**src/rtl/lcd_drv_pkg.sv**
```systemverilog
package lcd_drv_pkg;

   localparam int LVL_W = 2;
   typedef logic [LVL_W-1:0] lvl_t;

   // ladder tap codes
   localparam lvl_t LVL_GND  = 2'd0;
   localparam lvl_t LVL_LOW  = 2'd1;
   localparam lvl_t LVL_HIGH = 2'd2;
   localparam lvl_t LVL_TOP  = 2'd3;

   typedef enum logic [2:0] {
      MODE_STATIC = 3'd0,
      MODE_B2_D2  = 3'd1,
      MODE_B2_D3  = 3'd2,
      MODE_B3_D3  = 3'd3,
      MODE_B3_D4  = 3'd4
   } drv_mode_e;

   // index of the last common line used by a drive scheme
   function automatic logic [1:0] last_phase(input logic [2:0] mode);
      logic [1:0] r;
      case (mode)
         MODE_B2_D2:             r = 2'd1;
         MODE_B2_D3, MODE_B3_D3: r = 2'd2;
         MODE_B3_D4:             r = 2'd3;
         default:                r = 2'd0;
      endcase
      return r;
   endfunction

   function automatic logic third_bias(input logic [2:0] mode);
      return (mode == MODE_B3_D3) || (mode == MODE_B3_D4);
   endfunction

endpackage

```
**src/rtl/lcd_tick_gen.sv**
```systemverilog
module lcd_tick_gen #(
   parameter int BASE_SHIFT = 6,
   parameter int SEL_W      = 2
) (
   input  logic             clk,
   input  logic             rst_n,
   input  logic [SEL_W-1:0] rate_sel,
   output logic             tick
);
   localparam int CNT_W = BASE_SHIFT + (2 ** SEL_W) - 1;

   if (BASE_SHIFT < 2) begin : g_bad_shift
      $error("BASE_SHIFT must be at least 2");
   end

   logic [CNT_W-1:0] cnt_q;
   logic [CNT_W-1:0] lim_m1;

   assign lim_m1 = {CNT_W{1'b1}} >> rate_sel;
   assign tick   = (cnt_q >= lim_m1);

   always_ff @(posedge clk or negedge rst_n) begin
      if (!rst_n)    cnt_q <= '0;
      else if (tick) cnt_q <= '0;
      else           cnt_q <= cnt_q + 1'b1;
   end


   tick_gap_chk: assert property (@(posedge clk) disable iff (!rst_n)
      tick |=> !tick);

endmodule

```
**src/rtl/lcd_scan_ctl.sv**
```systemverilog
module lcd_scan_ctl
   import lcd_drv_pkg::*;
#(
   parameter int PH_W = 2
) (
   input  logic            clk,
   input  logic            rst_n,
   input  logic            tick,
   input  logic [2:0]      mode,
   input  logic            on_cmd,
   input  logic            off_cmd,
   output logic [PH_W-1:0] phase,
   output logic            pol,
   output logic            disp_en
);
   logic [PH_W-1:0] last;
   assign last = PH_W'(last_phase(mode));

   always_ff @(posedge clk or negedge rst_n) begin
      if (!rst_n) begin
         phase <= '0;
         pol   <= 1'b0;
      end else if (tick) begin
         if (phase >= last) begin
            phase <= '0;
            pol   <= ~pol;
         end else begin
            phase <= phase + 1'b1;
         end
      end
   end

   always_ff @(posedge clk or negedge rst_n) begin
      if (!rst_n)       disp_en <= 1'b0;
      else if (off_cmd) disp_en <= 1'b0;
      else if (on_cmd)  disp_en <= 1'b1;
   end


   wrap_flip_chk: assert property (@(posedge clk) disable iff (!rst_n)
      (tick && phase >= last) |=> (phase == '0) && (pol != $past(pol)));


   step_fwd_chk: assert property (@(posedge clk) disable iff (!rst_n)
      (tick && phase < last) |=> (phase == $past(phase) + 1'b1) && (pol == $past(pol)));


   hold_still_chk: assert property (@(posedge clk) disable iff (!rst_n)
      !tick |=> $stable(phase) && $stable(pol));


   off_wins_chk: assert property (@(posedge clk) disable iff (!rst_n)
      off_cmd |=> !disp_en);


   on_take_chk: assert property (@(posedge clk) disable iff (!rst_n)
      (on_cmd && !off_cmd) |=> disp_en);

endmodule

```
**src/rtl/lcd_level_map.sv**
```systemverilog
module lcd_level_map
   import lcd_drv_pkg::*;
#(
   parameter int NSEG = 24,
   parameter int NCOM = 4,
   parameter int PH_W = 2
) (
   input  logic [2:0]            mode,
   input  logic [PH_W-1:0]       phase,
   input  logic                  pol,
   input  logic                  disp_en,
   input  logic [NSEG*NCOM-1:0]  pix,
   output logic [LVL_W*NCOM-1:0] com_nxt,
   output logic [LVL_W*NSEG-1:0] seg_nxt
);
   logic            third;
   logic [PH_W-1:0] last;
   lvl_t            sel_lvl, idle_lvl, on_lvl, off_lvl;

   assign third    = third_bias(mode);
   assign last     = PH_W'(last_phase(mode));
   assign sel_lvl  = pol ? LVL_TOP : LVL_GND;
   assign on_lvl   = pol ? LVL_GND : LVL_TOP;
   assign idle_lvl = third ? (pol ? LVL_LOW : LVL_HIGH) : LVL_LOW;
   assign off_lvl  = third ? (pol ? LVL_HIGH : LVL_LOW) : sel_lvl;

   for (genvar i = 0; i < NCOM; i++) begin : g_com
      localparam logic [PH_W-1:0] IDX = PH_W'(i);
      always_comb begin
         if (!disp_en || IDX > last) com_nxt[i*LVL_W +: LVL_W] = LVL_GND;
         else if (IDX == phase)      com_nxt[i*LVL_W +: LVL_W] = sel_lvl;
         else                        com_nxt[i*LVL_W +: LVL_W] = idle_lvl;
      end
   end

   for (genvar n = 0; n < NSEG; n++) begin : g_seg
      logic [NCOM-1:0] word;
      assign word = pix[n*NCOM +: NCOM];
      always_comb begin
         if (!disp_en)         seg_nxt[n*LVL_W +: LVL_W] = LVL_GND;
         else if (word[phase]) seg_nxt[n*LVL_W +: LVL_W] = on_lvl;
         else                  seg_nxt[n*LVL_W +: LVL_W] = off_lvl;
      end
   end

endmodule

```
**src/rtl/lcd_mux_drv.sv**
```systemverilog
module lcd_mux_drv
   import lcd_drv_pkg::*;
#(
   parameter int NSEG       = 24,
   parameter int NCOM       = 4,
   parameter int ADDR_W     = 5,
   parameter int BASE_SHIFT = 6,
   parameter int SEL_W      = 2
) (
   input  logic                   clk,
   input  logic                   rst_n,
   input  logic [SEL_W-1:0]       rate_sel,
   input  logic [2:0]             drv_mode,
   input  logic                   disp_on,
   input  logic                   disp_off,
   input  logic                   wr_en,
   input  logic [ADDR_W-1:0]      wr_addr,
   input  logic [NCOM-1:0]        wr_data,
   output logic [LVL_W*NCOM-1:0]  com_lvl,
   output logic [LVL_W*NSEG-1:0]  seg_lvl
);
   localparam int PH_W = $clog2(NCOM);
   localparam int AW   = $clog2(NSEG);
   localparam logic [ADDR_W-1:0] SEG_LIM = ADDR_W'(NSEG);

   if (NCOM != 4) begin : g_bad_ncom
      $error("drive scheme table needs NCOM == 4");
   end
   if (NSEG > 2 ** ADDR_W || AW > ADDR_W) begin : g_bad_addr
      $error("ADDR_W too narrow for NSEG");
   end

   logic                  tick, pol, disp_en;
   logic [PH_W-1:0]       phase;
   logic [NCOM-1:0]       ram [NSEG];
   logic [NSEG*NCOM-1:0]  pix;
   logic [LVL_W*NCOM-1:0] com_nxt;
   logic [LVL_W*NSEG-1:0] seg_nxt;
   logic                  wr_ok;

   assign wr_ok = wr_en && (wr_addr < SEG_LIM);

   always_ff @(posedge clk or negedge rst_n) begin
      if (!rst_n) begin
         for (int i = 0; i < NSEG; i++) ram[i] <= '0;
      end else if (wr_ok) begin
         ram[wr_addr[AW-1:0]] <= wr_data;
      end
   end

   for (genvar n = 0; n < NSEG; n++) begin : g_flat
      assign pix[n*NCOM +: NCOM] = ram[n];
   end

   lcd_tick_gen #(.BASE_SHIFT(BASE_SHIFT), .SEL_W(SEL_W)) u_tick (
      .clk(clk), .rst_n(rst_n), .rate_sel(rate_sel), .tick(tick));

   lcd_scan_ctl #(.PH_W(PH_W)) u_scan (
      .clk(clk), .rst_n(rst_n), .tick(tick), .mode(drv_mode),
      .on_cmd(disp_on), .off_cmd(disp_off),
      .phase(phase), .pol(pol), .disp_en(disp_en));

   lcd_level_map #(.NSEG(NSEG), .NCOM(NCOM), .PH_W(PH_W)) u_map (
      .mode(drv_mode), .phase(phase), .pol(pol), .disp_en(disp_en),
      .pix(pix), .com_nxt(com_nxt), .seg_nxt(seg_nxt));

   // reset value is the all-lit test pattern
   always_ff @(posedge clk or negedge rst_n) begin
      if (!rst_n) begin
         com_lvl <= {NCOM{LVL_GND}};
         seg_lvl <= {NSEG{LVL_TOP}};
      end else begin
         com_lvl <= com_nxt;
         seg_lvl <= seg_nxt;
      end
   end


   dark_out_chk: assert property (@(posedge clk) disable iff (!rst_n)
      !disp_en |=> (com_lvl == '0) && (seg_lvl == '0));


   wr_take_chk: assert property (@(posedge clk) disable iff (!rst_n)
      wr_ok |=> ram[$past(wr_addr[AW-1:0])] == $past(wr_data));


   wr_ignore_chk: assert property (@(posedge clk) disable iff (!rst_n)
      (wr_en && !wr_ok) |=> $stable(pix));

endmodule

```
**config.mk**
```make
export PLATFORM = sky130hd
export DESIGN_NAME = lcd_mux_drv
export DESIGN_NICKNAME = d
export VERILOG_FILES = /design/src/rtl/lcd_drv_pkg.sv /design/src/rtl/lcd_tick_gen.sv /design/src/rtl/lcd_scan_ctl.sv /design/src/rtl/lcd_level_map.sv /design/src/rtl/lcd_mux_drv.sv
export SDC_FILE = /design/constraint.sdc
export NUM_CORES = 1
export LEC_CHECK = 0
export BUFFER_PORTS_ARGS = -buffer_cell sky130_fd_sc_hd__buf_2
export CAP_MARGIN = 15
export CORE_UTILIZATION = 59
export DETAILED_ROUTE_END_ITERATION = 12
export PLACE_DENSITY = 0.91
export REMOVE_ABC_BUFFERS = 1
export SLEW_MARGIN = 0
export SYNTH_ARGS = -nofsm -noshare
export SYNTH_HDL_FRONTEND = slang
export SYNTH_SLANG_ARGS = --single-unit
```
**constraint.sdc**
```tcl
create_clock -name clk -period 2.2 [get_ports clk]
set_input_delay 0.66 -clock clk [delete_from_list [all_inputs] [get_ports clk]]
set_output_delay 0.66 -clock clk [all_outputs]
set_load 0.02 [all_outputs]
```
==> out/qor.tcl <==
set qor(result_of_the_run) {completed}
set qor(floorplan.io_pins) 75
set qor(synthesis.instances) 571
set qor(cts_resized) 0
set qor(power.share.combinational_pct) 32.2
set qor(timing_max_transition_violations_final) 0
set qor(timing.slew.headroom_pct) 63.2
set qor(hold_viol) 0
set qor(global_route.usage.total_pct) 26.5
set qor(critPathMaxFanout) 5
set qor(max_clock_freq_mhz) 518
set qor(report.final.setup_viol) 0
set qor(cts_tree) {built}
set qor(placement_rows) 40
set qor(required_ns) 2.55
set qor(layout.filler_cells) 804
set qor(min-delay-path-class) {in2async}
set qor(post_synthesis_sequential_element_count) 165
set qor(globalplace.congestion) 0.775
set qor(critPathCaptureType) {flip-flop}
set qor(drive_gt1_share_pct) 43.9
set qor(seq_power_share_pct) 41.4
set qor(max_cap_viols) 0
set qor(grt_antenna_before_repair) 0
set qor(fp.dieArea_sq_um) 13100
set qor(wl_per_cell_microns) 18.5
set qor(clock_power_share_pct) 26.4
set qor(drtAntennaViolNets) 0
set qor(finalClockSkew_ns) 0.00484
set qor(synth.cell_area_sq_um) 7460
set qor(dieWidth_microns) 114
set qor(cts.sinks) 165
set qor(die_y_microns) 114
set qor(drt-total-wl_microns) 15500
set qor(detailroute.via_count) 4842
set qor(synth.top_cell.area_share_pct) 39.2
set qor(layout_min_cycle_time_ns) 1.93
set qor(ant_diodes) 0
set qor(number_of_remaining_drc_errors) 0
set qor(post-cts-setup-buffers) 0
set qor(postPlaceCellArea_sq_um) 8150
set qor(start_util_pct) 61.3
set qor(cts-root-to-sink-buffers) 2
set qor(place_ws_ns) -0.158
set qor(synth_edf_count) 0
set qor(grt_overflow) 0
set qor(final_net_count) 690
set qor(library_cell_with_the_highest_instance_count_after_synthesis) {sky130_fd_sc_hd__dfrtp_1}
set qor(cts_made_buffers) 17
set qor(area_delta_synth_final_pct) 16.5
set qor(vias_per_cell) 5.78
set qor(post_synth.cell_area_avg_sq_um) 13.1
set qor(final_min_period_over_clock_period_pct) 87.7
set qor(power_switching_w) 0.00330
set qor(cts_max_level) 4
set qor(synth.yosys.seq_area_share_pct) 56.1
set qor(finalWorstSetupSlack_ns) 0.271
set qor(finished_cell_area_sq_um) 8690
set qor(drtIter0Drc) 356
set qor(firstDrtPassIters) 4
set qor(power.static_leakage_nw) 3.94
set qor(power.share.switching_pct) 32.0
set qor(rsz0062_at_grt) {no}
set qor(port-buffer-count) 74
set qor(cellInternalPower_w) 0.00703
set qor(post-synth-top-area-cell) {sky130_fd_sc_hd__dfrtp_1}
set qor(holdWs_ns) 0.149
set qor(first_pass_grt_wire_length_microns) 25800
set qor(grt_start_max_net_pins) 48
set qor(worst_setup_hold_path_clk_slew_ns) 0.06
set qor(power_density_nw_per_um2) 1190
set qor(crit_type) {in2reg}
set qor(number_of_hold_buffers_added_after_cts) 0
set qor(worst-slew-pin-transition_ns) 0.547
set qor(detailed_place_hpwl_microns) 9920
set qor(synth.area.top_cells) {sky130_fd_sc_hd__dfrtp_1, sky130_fd_sc_hd__dfstp_2, sky130_fd_sc_hd__mux2_2}
set qor(final_util_pct) 71.5
set qor(worstSkewPairLatency_ns) 0.42
set qor(core_sq_um) 12200
set qor(first_global_vias) 5094
set qor(async_flop_share_pct) 100
set qor(leading_post_synthesis_cells_by_instance_count) {sky130_fd_sc_hd__dfrtp_1, sky130_fd_sc_hd__mux2_2, sky130_fd_sc_hd__dfstp_2, sky130_fd_sc_hd__nand2_1, sky130_fd_sc_hd__o21ai_0}
set qor(synth_cell_types) 43
set qor(yosys_warnings) 0
set qor(vdd_drop_max_uv) 618
set qor(synth_flop_cell) {sky130_fd_sc_hd__dfrtp_1}
set qor(clock-root-buffer) {sky130_fd_sc_hd__clkbuf_16}
set qor(critical_path.startpoint_type) {input port}
set qor(worstPathArrival_ns) 2.28
## cell families (layout without fill, tap and decap cells)
family,after synthesis,in the layout,share of synthesized area [%]
compound gates,75,75,6.12
flops,165,165,56.1
buf+inv,33,132,2.00
simple gates,159,159,11.1
fa+ha+maj,12,12,2.01
xor+xnor,5,5,0.587
mux,122,122,22.0
## layer usage
| metal | routed length, microns | track usage (%) |
|---|---|---|
| met5 | 0 | 0 |
| met4 | 240 | 10.4 |
| met3 | 908 | 5.98 |
| met2 | 8070 | 44.1 |
| met1 | 6290 | 33.9 |
## per-stage QoR
stage                     setup TNS, ns  std cells  power, W
final                                 0        838    0.0103
after global routing                  0        838    0.0109
after CTS                             0        838    0.0104
after detailed placement         -0.837        808   0.00760
after global placement           -0.158        808   0.00740
after floorplan                  -0.537        543   0.00646
## path summary, 6_finish.rpt
check	start	slack, ns	depth (start not counted)	end
worst min-delay path	rst_n	0.15	1	u_tick.cnt_q[8]$_DFF_PN0_
worst max register to register	u_scan.phase[0]$_DFFE_PN0N_	0.31	4	seg_lvl[18]$_DFF_PN1_
worst max-delay path	rate_sel[0]	0.27	8	u_tick.cnt_q[7]$_DFF_PN0_
max in group asynchronous	rst_n	1.39	2	seg_lvl[14]$_DFF_PN1_
min in group clk	disp_off	0.38	2	u_scan.disp_en$_DFFE_PN0P_
worst min register to register	pix[20]$_DFFE_PN0P_	0.50	1	pix[20]$_DFFE_PN0P_
## cell usage in the layout (no fill, tap or decap), types with 3 or more instances in the layout
master | Yosys | final
sky130_fd_sc_hd__and2_1 | 26 | 26
sky130_fd_sc_hd__dfrtp_1 | 117 | 117
sky130_fd_sc_hd__mux4_2 | 24 | 24
sky130_fd_sc_hd__buf_4 | 0 | 18
sky130_fd_sc_hd__o21ai_0 | 32 | 32
sky130_fd_sc_hd__ha_1 | 12 | 12
sky130_fd_sc_hd__nand2b_1 | 30 | 30
sky130_fd_sc_hd__nand3_1 | 5 | 5
sky130_fd_sc_hd__nor2_1 | 26 | 26
sky130_fd_sc_hd__nand2_1 | 46 | 46
sky130_fd_sc_hd__clkbuf_16 | 0 | 17
sky130_fd_sc_hd__a21oi_1 | 10 | 10
sky130_fd_sc_hd__buf_2 | 2 | 73
sky130_fd_sc_hd__a21boi_1 | 18 | 18
sky130_fd_sc_hd__inv_1 | 4 | 4
sky130_fd_sc_hd__a21boi_0 | 8 | 8
sky130_fd_sc_hd__buf_12 | 0 | 5
sky130_fd_sc_hd__dfstp_2 | 48 | 48
sky130_fd_sc_hd__xnor2_1 | 4 | 4
sky130_fd_sc_hd__nor2b_1 | 3 | 3
sky130_fd_sc_hd__mux2_2 | 96 | 96
sky130_fd_sc_hd__nor3_1 | 3 | 3
sky130_fd_sc_hd__clkbuf_1 | 21 | 6
sky130_fd_sc_hd__or3_1 | 3 | 3
sky130_fd_sc_hd__clkbuf_8 | 0 | 3
## flip-flops by register name, summed over array words and instances, names as in the netlist
register        count
u_tick.cnt_q        9
u_scan.disp_en      1
com_lvl             8
seg_lvl            48
u_scan.phase        2
u_scan.pol          1
pix                96
## final cells by class
| class | instances | area, sq um | share of cell area (%) |
|---|---|---|---|
| Sequential cell | 165 | 4190 | 48.2 |
| Multi-Input combinational cell | 373 | 3120 | 35.9 |
| Timing Repair Buffer | 97 | 612 | 7.04 |
| Clock buffer | 26 | 489 | 5.63 |
| Tap cell | 168 | 210 | 2.42 |
| Clock inverter | 4 | 47.5 | 0.547 |
| Inverter | 5 | 18.8 | 0.216 |
## power groups by stage
stage	Sequential, W	Combinational, W	Clock, W
final	0.00428	0.00333	0.00273
after global routing	0.00435	0.00366	0.00291
after CTS	0.00427	0.00335	0.00276
after detailed placement	0.00430	0.00330	0
after global placement	0.00425	0.00315	0
after floorplan	0.00476	0.00170	0
## critical path: stages
cell                       delay [ns]
sky130_fd_sc_hd__buf_2           0.10
sky130_fd_sc_hd__or2_2           0.29
sky130_fd_sc_hd__ha_1            0.34
sky130_fd_sc_hd__and3_1          0.21
sky130_fd_sc_hd__buf_4           0.15
sky130_fd_sc_hd__a21boi_0        0.23
sky130_fd_sc_hd__o21ai_0         0.15
sky130_fd_sc_hd__a21oi_1         0.15
No activity file was read; power rests on OpenSTA's default activity.
